## config.mk

```make
export PLATFORM = sky130hd
export DESIGN_NAME = genlock_ptr_ctrl
export DESIGN_NICKNAME = d
export VERILOG_FILES = /design/src/rtl/genlock_pkg.sv /design/src/rtl/gl_sync.sv /design/src/rtl/gl_master.sv /design/src/rtl/gl_slave.sv /design/src/rtl/genlock_ptr_ctrl.sv
export SDC_FILE = /design/constraint.sdc
export NUM_CORES = 1
export LEC_CHECK = 0
export ABC_AREA = 1
export BUFFER_PORTS_ARGS = -buffer_cell sky130_fd_sc_hd__buf_4
export CAP_MARGIN = 20
export CORE_MARGIN = 3
export CORE_UTILIZATION = 40
export CTS_CLUSTER_DIAMETER = 100
export DETAILED_ROUTE_END_ITERATION = 7
export PLACE_DENSITY_LB_ADDON = 0.25
export SLEW_MARGIN = 20
export SYNTH_ARGS = -nofsm -noshare
export SYNTH_HDL_FRONTEND = slang
export SYNTH_SLANG_ARGS = --single-unit
```

## constraint.sdc

```tcl
create_clock -name clk -period 3.7 [get_ports clk]
set_input_delay 0.185 -clock clk [delete_from_list [all_inputs] [get_ports clk]]
set_output_delay 0.185 -clock clk [all_outputs]
set_load 0.03 [all_outputs]
```

## src/rtl/genlock_pkg.sv

```systemverilog
package genlock_pkg;
  parameter int GL_MAX_BUFS = 8;
  localparam int GL_IDX_W = $clog2(GL_MAX_BUFS);
  localparam int GL_CNT_W = GL_IDX_W + 1;
  typedef logic [GL_IDX_W-1:0] gl_idx_t;
  typedef logic [GL_CNT_W-1:0] gl_cnt_t;

  function automatic gl_idx_t gl_bin2gray(gl_idx_t b);
    return b ^ (b >> 1);
  endfunction

  function automatic gl_idx_t gl_gray2bin(gl_idx_t g);
    gl_idx_t b;
    b[GL_IDX_W-1] = g[GL_IDX_W-1];
    for (int i = GL_IDX_W - 2; i >= 0; i--) b[i] = b[i+1] ^ g[i];
    return b;
  endfunction

  // circular step; any index at or beyond the count folds to 0
  function automatic gl_idx_t gl_step(gl_idx_t x, gl_cnt_t n);
    gl_cnt_t t;
    t = {1'b0, x} + gl_cnt_t'(1);
    return (t >= n) ? gl_idx_t'(0) : t[GL_IDX_W-1:0];
  endfunction
endpackage

```

## src/rtl/gl_sync.sv

```systemverilog
module gl_sync #(
  parameter int W = 3
) (
  input  logic         clk,
  input  logic         rst_n,
  input  logic [W-1:0] d,
  output logic [W-1:0] q
);
  logic [W-1:0] stage_q;

  generate
    for (genvar i = 0; i < W; i++) begin : g_bit
      always_ff @(posedge clk or negedge rst_n) begin
        if (!rst_n) begin
          stage_q[i] <= 1'b0;
          q[i]       <= 1'b0;
        end else begin
          stage_q[i] <= d[i];
          q[i]       <= stage_q[i];
        end
      end
    end
  endgenerate
endmodule

```

## src/rtl/gl_master.sv

```systemverilog
module gl_master
  import genlock_pkg::*;
(
  input  logic    clk,
  input  logic    rst_n,
  input  logic    en,
  input  logic    start,
  input  logic    done,
  input  gl_cnt_t nbuf,
  input  gl_idx_t avoid_idx,
  output gl_idx_t idx,
  output gl_idx_t last_done,
  output logic    done_seen
);
  gl_idx_t cand1, cand2, idx_d;

  always_comb begin
    cand1 = gl_step(idx, nbuf);
    cand2 = gl_step(cand1, nbuf);
    idx_d = (en && (cand1 == avoid_idx)) ? cand2 : cand1;
  end

  always_ff @(posedge clk or negedge rst_n) begin
    if (!rst_n) idx <= '0;
    else if (start) idx <= idx_d;
  end

  always_ff @(posedge clk or negedge rst_n) begin
    if (!rst_n) begin
      last_done <= '0;
      done_seen <= 1'b0;
    end else if (done) begin
      last_done <= idx;
      done_seen <= 1'b1;
    end
  end

  AST_WR_HOLD: assert property (@(posedge clk) disable iff (!rst_n)
    !start |=> $stable(idx));
endmodule

```

## src/rtl/gl_slave.sv

```systemverilog
module gl_slave
  import genlock_pkg::*;
(
  input  logic    clk,
  input  logic    rst_n,
  input  logic    en,
  input  logic    start,
  input  gl_cnt_t nbuf,
  input  gl_idx_t ref_done,
  input  logic    ref_valid,
  output gl_idx_t idx,
  output gl_idx_t idx_d
);
  always_comb begin
    if (!en)            idx_d = gl_step(idx, nbuf);
    else if (ref_valid) idx_d = ref_done;
    else                idx_d = idx;
  end

  always_ff @(posedge clk or negedge rst_n) begin
    if (!rst_n) idx <= '0;
    else if (start) idx <= idx_d;
  end

  AST_RD_HOLD: assert property (@(posedge clk) disable iff (!rst_n)
    !start |=> $stable(idx));
  AST_RD_WAIT: assert property (@(posedge clk) disable iff (!rst_n)
    (en && !ref_valid && start) |=> $stable(idx));
endmodule

```

## src/rtl/genlock_ptr_ctrl.sv

```systemverilog
module genlock_ptr_ctrl
  import genlock_pkg::*;
(
  input  logic                clk,
  input  logic                rst_n,
  input  logic                genlock_en,
  input  logic                ptr_src_int,
  input  logic [GL_IDX_W:0]   num_bufs,
  input  logic                wr_frame_start,
  input  logic                wr_frame_done,
  input  logic                rd_frame_start,
  input  logic [GL_IDX_W-1:0] wr_peer_gray_in,
  input  logic [GL_IDX_W-1:0] rd_peer_gray_in,
  output logic [GL_IDX_W-1:0] wr_ptr_gray,
  output logic [GL_IDX_W-1:0] rd_ptr_gray,
  output logic [GL_IDX_W-1:0] wr_buf_idx,
  output logic [GL_IDX_W-1:0] rd_buf_idx
);
  localparam gl_cnt_t MIN_N = gl_cnt_t'(2);
  localparam gl_cnt_t MAX_N = gl_cnt_t'(GL_MAX_BUFS);

  gl_cnt_t nbuf;
  gl_idx_t wr_sync_g, rd_sync_g, rd_sync_b;
  gl_idx_t wr_avoid, rd_nxt, wr_last_done;
  logic    wr_done_seen;
  gl_idx_t seen_q, seen_d, ext_done_q, ext_done_d;
  logic    ext_valid_q, ext_valid_d, ext_chg;
  gl_idx_t rd_ref;
  logic    rd_ref_ok;

  always_comb begin
    if (num_bufs < MIN_N)      nbuf = MIN_N;
    else if (num_bufs > MAX_N) nbuf = MAX_N;
    else                       nbuf = num_bufs;
  end

  gl_sync #(.W(GL_IDX_W)) u_sync_wr (.clk(clk), .rst_n(rst_n), .d(wr_peer_gray_in), .q(wr_sync_g));
  gl_sync #(.W(GL_IDX_W)) u_sync_rd (.clk(clk), .rst_n(rst_n), .d(rd_peer_gray_in), .q(rd_sync_g));

  // external reader-side tracker: a change of the writer pointer marks completion of the old value
  always_comb begin
    rd_sync_b   = gl_gray2bin(rd_sync_g);
    ext_chg     = (rd_sync_b != seen_q);
    seen_d      = rd_sync_b;
    ext_done_d  = seen_q;
    ext_valid_d = 1'b1;
  end

  always_ff @(posedge clk or negedge rst_n) begin
    if (!rst_n) begin
      seen_q      <= '0;
      ext_done_q  <= '0;
      ext_valid_q <= 1'b0;
    end else if (ext_chg) begin
      seen_q      <= seen_d;
      ext_done_q  <= ext_done_d;
      ext_valid_q <= ext_valid_d;
    end
  end

  always_comb begin
    if (ptr_src_int) begin
      wr_avoid  = rd_frame_start ? rd_nxt : rd_buf_idx;
      rd_ref    = wr_last_done;
      rd_ref_ok = wr_done_seen;
    end else begin
      wr_avoid  = gl_gray2bin(wr_sync_g);
      rd_ref    = ext_done_q;
      rd_ref_ok = ext_valid_q;
    end
  end

  gl_master u_master (
    .clk(clk), .rst_n(rst_n), .en(genlock_en), .start(wr_frame_start),
    .done(wr_frame_done), .nbuf(nbuf), .avoid_idx(wr_avoid),
    .idx(wr_buf_idx), .last_done(wr_last_done), .done_seen(wr_done_seen));

  gl_slave u_slave (
    .clk(clk), .rst_n(rst_n), .en(genlock_en), .start(rd_frame_start),
    .nbuf(nbuf), .ref_done(rd_ref), .ref_valid(rd_ref_ok),
    .idx(rd_buf_idx), .idx_d(rd_nxt));

  assign wr_ptr_gray = gl_bin2gray(wr_buf_idx);
  assign rd_ptr_gray = gl_bin2gray(rd_buf_idx);

  AST_WR_AVOIDS_RD: assert property (@(posedge clk) disable iff (!rst_n)
    (genlock_en && ptr_src_int && wr_frame_start) |=> (wr_buf_idx != rd_buf_idx));
  AST_GRAY_STEP: assert property (@(posedge clk) disable iff (!rst_n)
    (!genlock_en && wr_frame_start && (wr_buf_idx == '0)) |=> ($countones(wr_ptr_gray) <= 1));
endmodule

```

-- Yosys cells after proc, flatten, opt, wreduce, memory -nomap -nowiden
Index checks and enable logic that the tools add are counted.
- add/sub/neg operators: 3
- eq/ne operators: 2
- order comparisons: 5
- reduce and logical (&&, ||, !) cells: 1
- mux-type cells: 12
- bitwise operators: 6
- operators by type and width (kind ; count):
    2-to-1 mux 3 bit ; 9
    adder 3 x 1 -> 4 bit, second input constant ; 3
    greater-or-equal comparator 4 bit ; 3
    2-to-1 mux 4 bit ; 2
    bitwise XOR 3 x 2 -> 3 bit ; 2
    > comparator 4 bit, second input constant ; 1
    < comparator 4 x 2 -> 1 bit, second input constant ; 1
    bitwise XOR 1 bit ; 4
    == test 3 bit ; 1
    inequality test 3 bit ; 1
    logical AND 1 bit ; 1
    2-to-1 mux 1 bit ; 1
- bits in registers: 29
- output and inout bits: 12
- logic and storage cells: 48

-- Depth between registers and ports, before layout
- depth in word-level cells: 11
- depth in mapped cells: 22

-- By module
A second synthesis with hierarchy kept.
- cells, all modules: 249
- area total of the unflattened synthesis: 1949.4 µm²
- modules (own cells, without submodules) (module ; cells each ; area an instance (µm²) ; instances):
    gl_master ; 104 ; 719.4 ; 1
    genlock_ptr_ctrl ; 77 ; 573.0 ; 1
    gl_slave ; 56 ; 356.6 ; 1
    gl_sync ; 6 ; 150.1 ; 2

-- Worst setup path after synthesis
No wires, ideal clock.
- path kind: register -> register
- from: reg u_master.idx[0]
- to: reg u_master.idx[2]
- data arrival time: 2.849 ns
- period minus slack after synthesis: 2.914 ns
- cell stages (with the launch flop): 20
- slack: 0.786 ns
- data required time: 3.634 ns
- library setup time: 0.066 ns
- cell sequence: dfrtp_1 ha_1 xnor2_1 inv_1 ha_1 o21ai_0 o21bai_1 nand2_2 nand2_4 inv_2 nand2_2 xnor2_1 ha_1 nand2_1 nand2_1 nand2_1 nand3_1 nand3_1 nand3_1 nand2_1
- longest elaborated chain between the ends: 7
- ends and longest elaborated chain (element ; line ; source):
    from (decl) ; gl_master.sv:11 ; output gl_idx_t idx,
    from (signal assigned) ; gl_master.sv:25 ; else if (start) idx <= idx_d;
    adder 3 x 1 -> 4 bit (*) ; genlock_pkg.sv:22 ; t = {1'b0, x} + gl_cnt_t'(1);
    greater-or-equal comparator 4 bit ; genlock_pkg.sv:23 ; return (t >= n) ? gl_idx_t'(0) : t[GL_IDX_W-1:0];
    2-to-1 mux 3 bit (*) ; genlock_pkg.sv:23 ;
    adder 3 x 1 -> 4 bit ; genlock_pkg.sv:22 ;
    greater-or-equal comparator 4 bit ; genlock_pkg.sv:23 ;
    2-to-1 mux 3 bit ; genlock_pkg.sv:23 ;
    2-to-1 mux 3 bit (*) ; gl_master.sv:20 ; idx_d = (en && (cand1 == avoid_idx)) ? cand2 : cand1;
Mark *: on every way between the ends. The rest lies on a longest branch, timed or not.
A chain may end at the register's enable or synchronous reset.

-- Worst setup path after layout
- from: reg u_master.idx[0]
- to: reg u_master.idx[1]
Same word-level chain as after synthesis.

==> results.yml <==
run_status:
  outcome: "finished clean"
die:
  die_x_um: 71.27
  dieArea_sq_mm: 0.005079
  ios: 29
  num_rows: 23
  design.core.area_sq_mm: 0.004058
  initial_core_util: 0.4200
  die_h_um: 71.27
detailed_routing:
  routed_via_density: 4.576
  drc: 0
  num_vias: 1359
  ant_nets: 0
  wire_per_inst_um: 10.99
  drtIter0Drc: 54
  routed_wl_um: 3264
  dr.pass1.iters: 4
sta:
  rsz0062_at_grt: "false"
  slew_headroom: 0.7540
  fin_skew_ns: 0.005258
  fin_crit_ns: 3.097
  drv_slew: 0
  hold_viol: 0
  max_freq_mhz: 322.9
  setup_tns_ns: 0
  finalSetupViolations: 0
  worst_pin_slew_ns: 0.3664
  post-route-period-util: 0.8371
clocking:
  cts_root_buffer: "clkbuf_8"
  cts.sinks: 29
  cts_setup_buffers: 0
  clk_pin_slew_ns: 0.06
  cts_buffers: 5
  ctsResizeCount: 0
  htreeDepth: 2
  clk_path_buf_depth: 2
  clk_latency_ns: 0.28
  cts_tree: "built"
placement:
  numPortBuffers: 28
  globalplace.congestion: 0.8362
  dp_hpwl_um: 2510
setup_path:
  arrival_ns: 3.31
  slowest_stage: "dfrtp_1"
  critical_path_class: "reg2reg"
  end_kind: "register"
  worstPathRequired_ns: 3.92
  cp_slowest_stage_delay_ns: 0.48
  crit_fanout: 8
  cp_common_cell: "nand2_1"
  rr_worst_depth: 19
  path_cells: "ha_1 -> xnor2_1 -> inv_1 -> ha_1 -> o21ai_0 -> o21bai_1 -> nand2_2 -> nand2_4 -> inv_2 -> nand2_2 -> xnor2_1 -> ha_1 -> nand2_1 -> nand2_1 -> nand2_1 -> nand3_1 -> nand3_1 -> nand3_1 -> nand2_1"
  crit_path_start_kind: "register"
pwr:
  ir_drop_mv: 0.3857
  p_switching_w: 0.0006890
  switching_share: 0.4592
  power.leakage_nw: 1.133
  seqPwrFrac: 0.281
  internal_power_w: 0.0008115
  p_per_area_mw_per_mm2: 714.7
  p_clk_frac: 0.165
  total_power_w: 0.001500
  combPwrFrac: 0.554
global_routing:
  grt_max_degree: 30
  grt_remaining_overflow: 0
  grt_pass1_wl_um: 5664
  grt_pass1_vias: 1308
  antenna_found_initial: 0
  grt_usage: 0.1422
worst_hold_path:
  hp-class: "in2reg"
  hold_depth: 1
layout:
  nets: 276
  drive_above_1_share: 0.2227
  n_fill_cell: 390
  multi_input_area_sq_um: 834.6
  final-seq-area_sq_um: 725.7
  synthToLayoutAreaGrowth_pct: 23.20
  antenna_cells: 0
logic_synthesis:
  synthDistinctLibCells: 24
  syn_inst: 209
  syn_area_sq_mm: 0.001704
  yosys_warnings: 0
  syn_nets: 239
  ys_ff_latch: 29
  syn_area_per_cell_sq_um: 8.154
  ys_seq_area_frac: 0.4258
run:
  drv_cap: 0
==> through the flow <==
step | cells | hold WS, ns | setup WS, ns | area (sq um) | util
6_report | 297 | 0.01661 | 0.6028 | 2100 | 0.5174
5_1_grt | 297 | 0.002295 | 0.3264 | 2100 | 0.5174
4_1_cts | 292 | 0.0007218 | 0.5998 | 2049 | 0.5051
3_5_place_dp | 283 | 0.1261 | 0.6217 | 1953 | 0.4813
3_3_place_gp | 283 | 0.1297 | 0.6855 | 1953 | 0.4813
2_1_floorplan | 209 | -0.1106 | 0.7857 | 1704 | -
==> repair_timing <==
action / CTS / global route
endpoints found under the setup margin: 0 / 0
hold buffers: 1 / 5
hold endpoints to repair: 29 / 5
==> routing by layer <==
metal	up-vias	GRT usage	part of all wire
li1	732	-	-
met1	593	0.1879	0.49
met2	30	0.2173	0.44
met3	4	0.04488	0.061
met4	0	0.05637	0.0070
met5	-	0	0
==> power groups by stage <==
stage	logic (W)	registers [W]	clock network, W
finish	0.000831	0.000421	0.000248
global route	0.000947	0.000433	0.000272
global placement	0.000813	0.000427	0
floorplan	0.000591	0.000459	0
detailed placement	0.000825	0.000428	0
CTS	0.000831	0.000423	0.000257
==> synth_stat cells <==
| cell type | count | share of area |
|---|---|---|
| nand3_2 | 1 | 0.0059 |
| xor2_1 | 6 | 0.031 |
| buf_2 | 1 | 0.0029 |
| nand2_1 | 60 | 0.13 |
| a21oi_2 | 2 | 0.010 |
| a21oi_1 | 5 | 0.015 |
| o21bai_1 | 1 | 0.0044 |
| nand2_4 | 1 | 0.0066 |
| nor2_4 | 4 | 0.026 |
| o21ai_0 | 9 | 0.026 |
| nand2_2 | 5 | 0.018 |
| nand3_1 | 19 | 0.056 |
| or2_2 | 2 | 0.0073 |
| nand4_1 | 2 | 0.0073 |
| clkbuf_1 | 1 | 0.0022 |
| xnor2_1 | 4 | 0.021 |
| buf_4 | 2 | 0.0088 |
| o21ai_2 | 1 | 0.0051 |
| ha_1 | 13 | 0.095 |
| inv_2 | 3 | 0.0066 |
| nor2_1 | 6 | 0.013 |
| inv_1 | 29 | 0.064 |
| o21ai_1 | 3 | 0.0088 |
| dfrtp_1 | 29 | 0.43 |
==> flip-flops by register name, summed over array words and instances (netlist names), 3 cells and up <==
name                cells
ext_done_d              3
u_master.last_done      3
u_sync_wr.stage_q       3
u_sync_wr.q             3
u_sync_rd.q             3
u_sync_rd.stage_q       3
u_master.idx            3
ext_done_q              3
u_slave.idx             3
==> final timing paths <==
kind / startpoint / end / slack (ns)
setup / recovery: u_master.idx[0]$_DFFE_PN0P_ / u_master.idx[1]$_DFFE_PN0P_ / 0.60
hold / removal: wr_peer_gray_in[2] / u_sync_wr.stage_q[2]$_DFF_PN0_ / 0.02
setup reg to reg: u_master.idx[0]$_DFFE_PN0P_ / u_master.idx[1]$_DFFE_PN0P_ / 0.60
hold reg to reg: u_sync_rd.stage_q[0]$_DFF_PN0_ / u_sync_rd.q[0]$_DFF_PN0_ / 0.35
max in group asynchronous: rst_n / u_master.idx[1]$_DFFE_PN0P_ / 3.07
min in group asynchronous: rst_n / ext_done_d[0]$_DFFE_PN0P_ / 0.36
==> critical path, delay by kind of cell (launching register included) <==
family / cells / cell delay [ns]
flip-flops: 1 / 0.48
adder cells (fa/ha/maj): 3 / 0.81
XOR/XNOR: 2 / 0.50
buffers and inverters: 2 / 0.13
AO/OA/AOI/OAI: 2 / 0.25
AND/OR/NAND/NOR: 10 / 0.85
==> cell families (layout without fill, tap and decap cells) <==
group                      count (synthesis)  count (layout)  share of synthesized area
buffers and inverters                     36              74                    0.08442
DFF                                       29              29                     0.4258
and+or+nand+nor                          100             100                     0.2731
xor gates and xnor gates                  10              10                    0.05139
AOI/OAI and AO/OA                         21              21                    0.06975
adders and majority gates                 13              13                    0.09545
==> cell type report <==
cell class / count / share of cell area
clock buffers: 5 / 0.03278
clock inverters: 3 / 0.008343
inverters: 32 / 0.05721
multi-input cells: 144 / 0.3975
flip-flops and latches: 29 / 0.3457
well taps: 50 / 0.02980
repair buffers: 34 / 0.1287
==> layout by cell type, fill, tap and decap left out, drive strengths merged <==
cell type	synthesis	final
nand4	2	2
dfrtp	29	29
nand3	20	20
or2	2	2
clkinvlp	0	1
nand2	66	66
o21bai	1	1
buf	3	28
a21oi	7	7
inv	32	32
xor2	6	6
clkbuf	1	5
clkinv	0	2
ha	13	13
nor2	10	10
o21ai	13	13
xnor2	4	4
dlygate4sd3	0	6
Note: power is estimated with default switching activity, not from simulation.
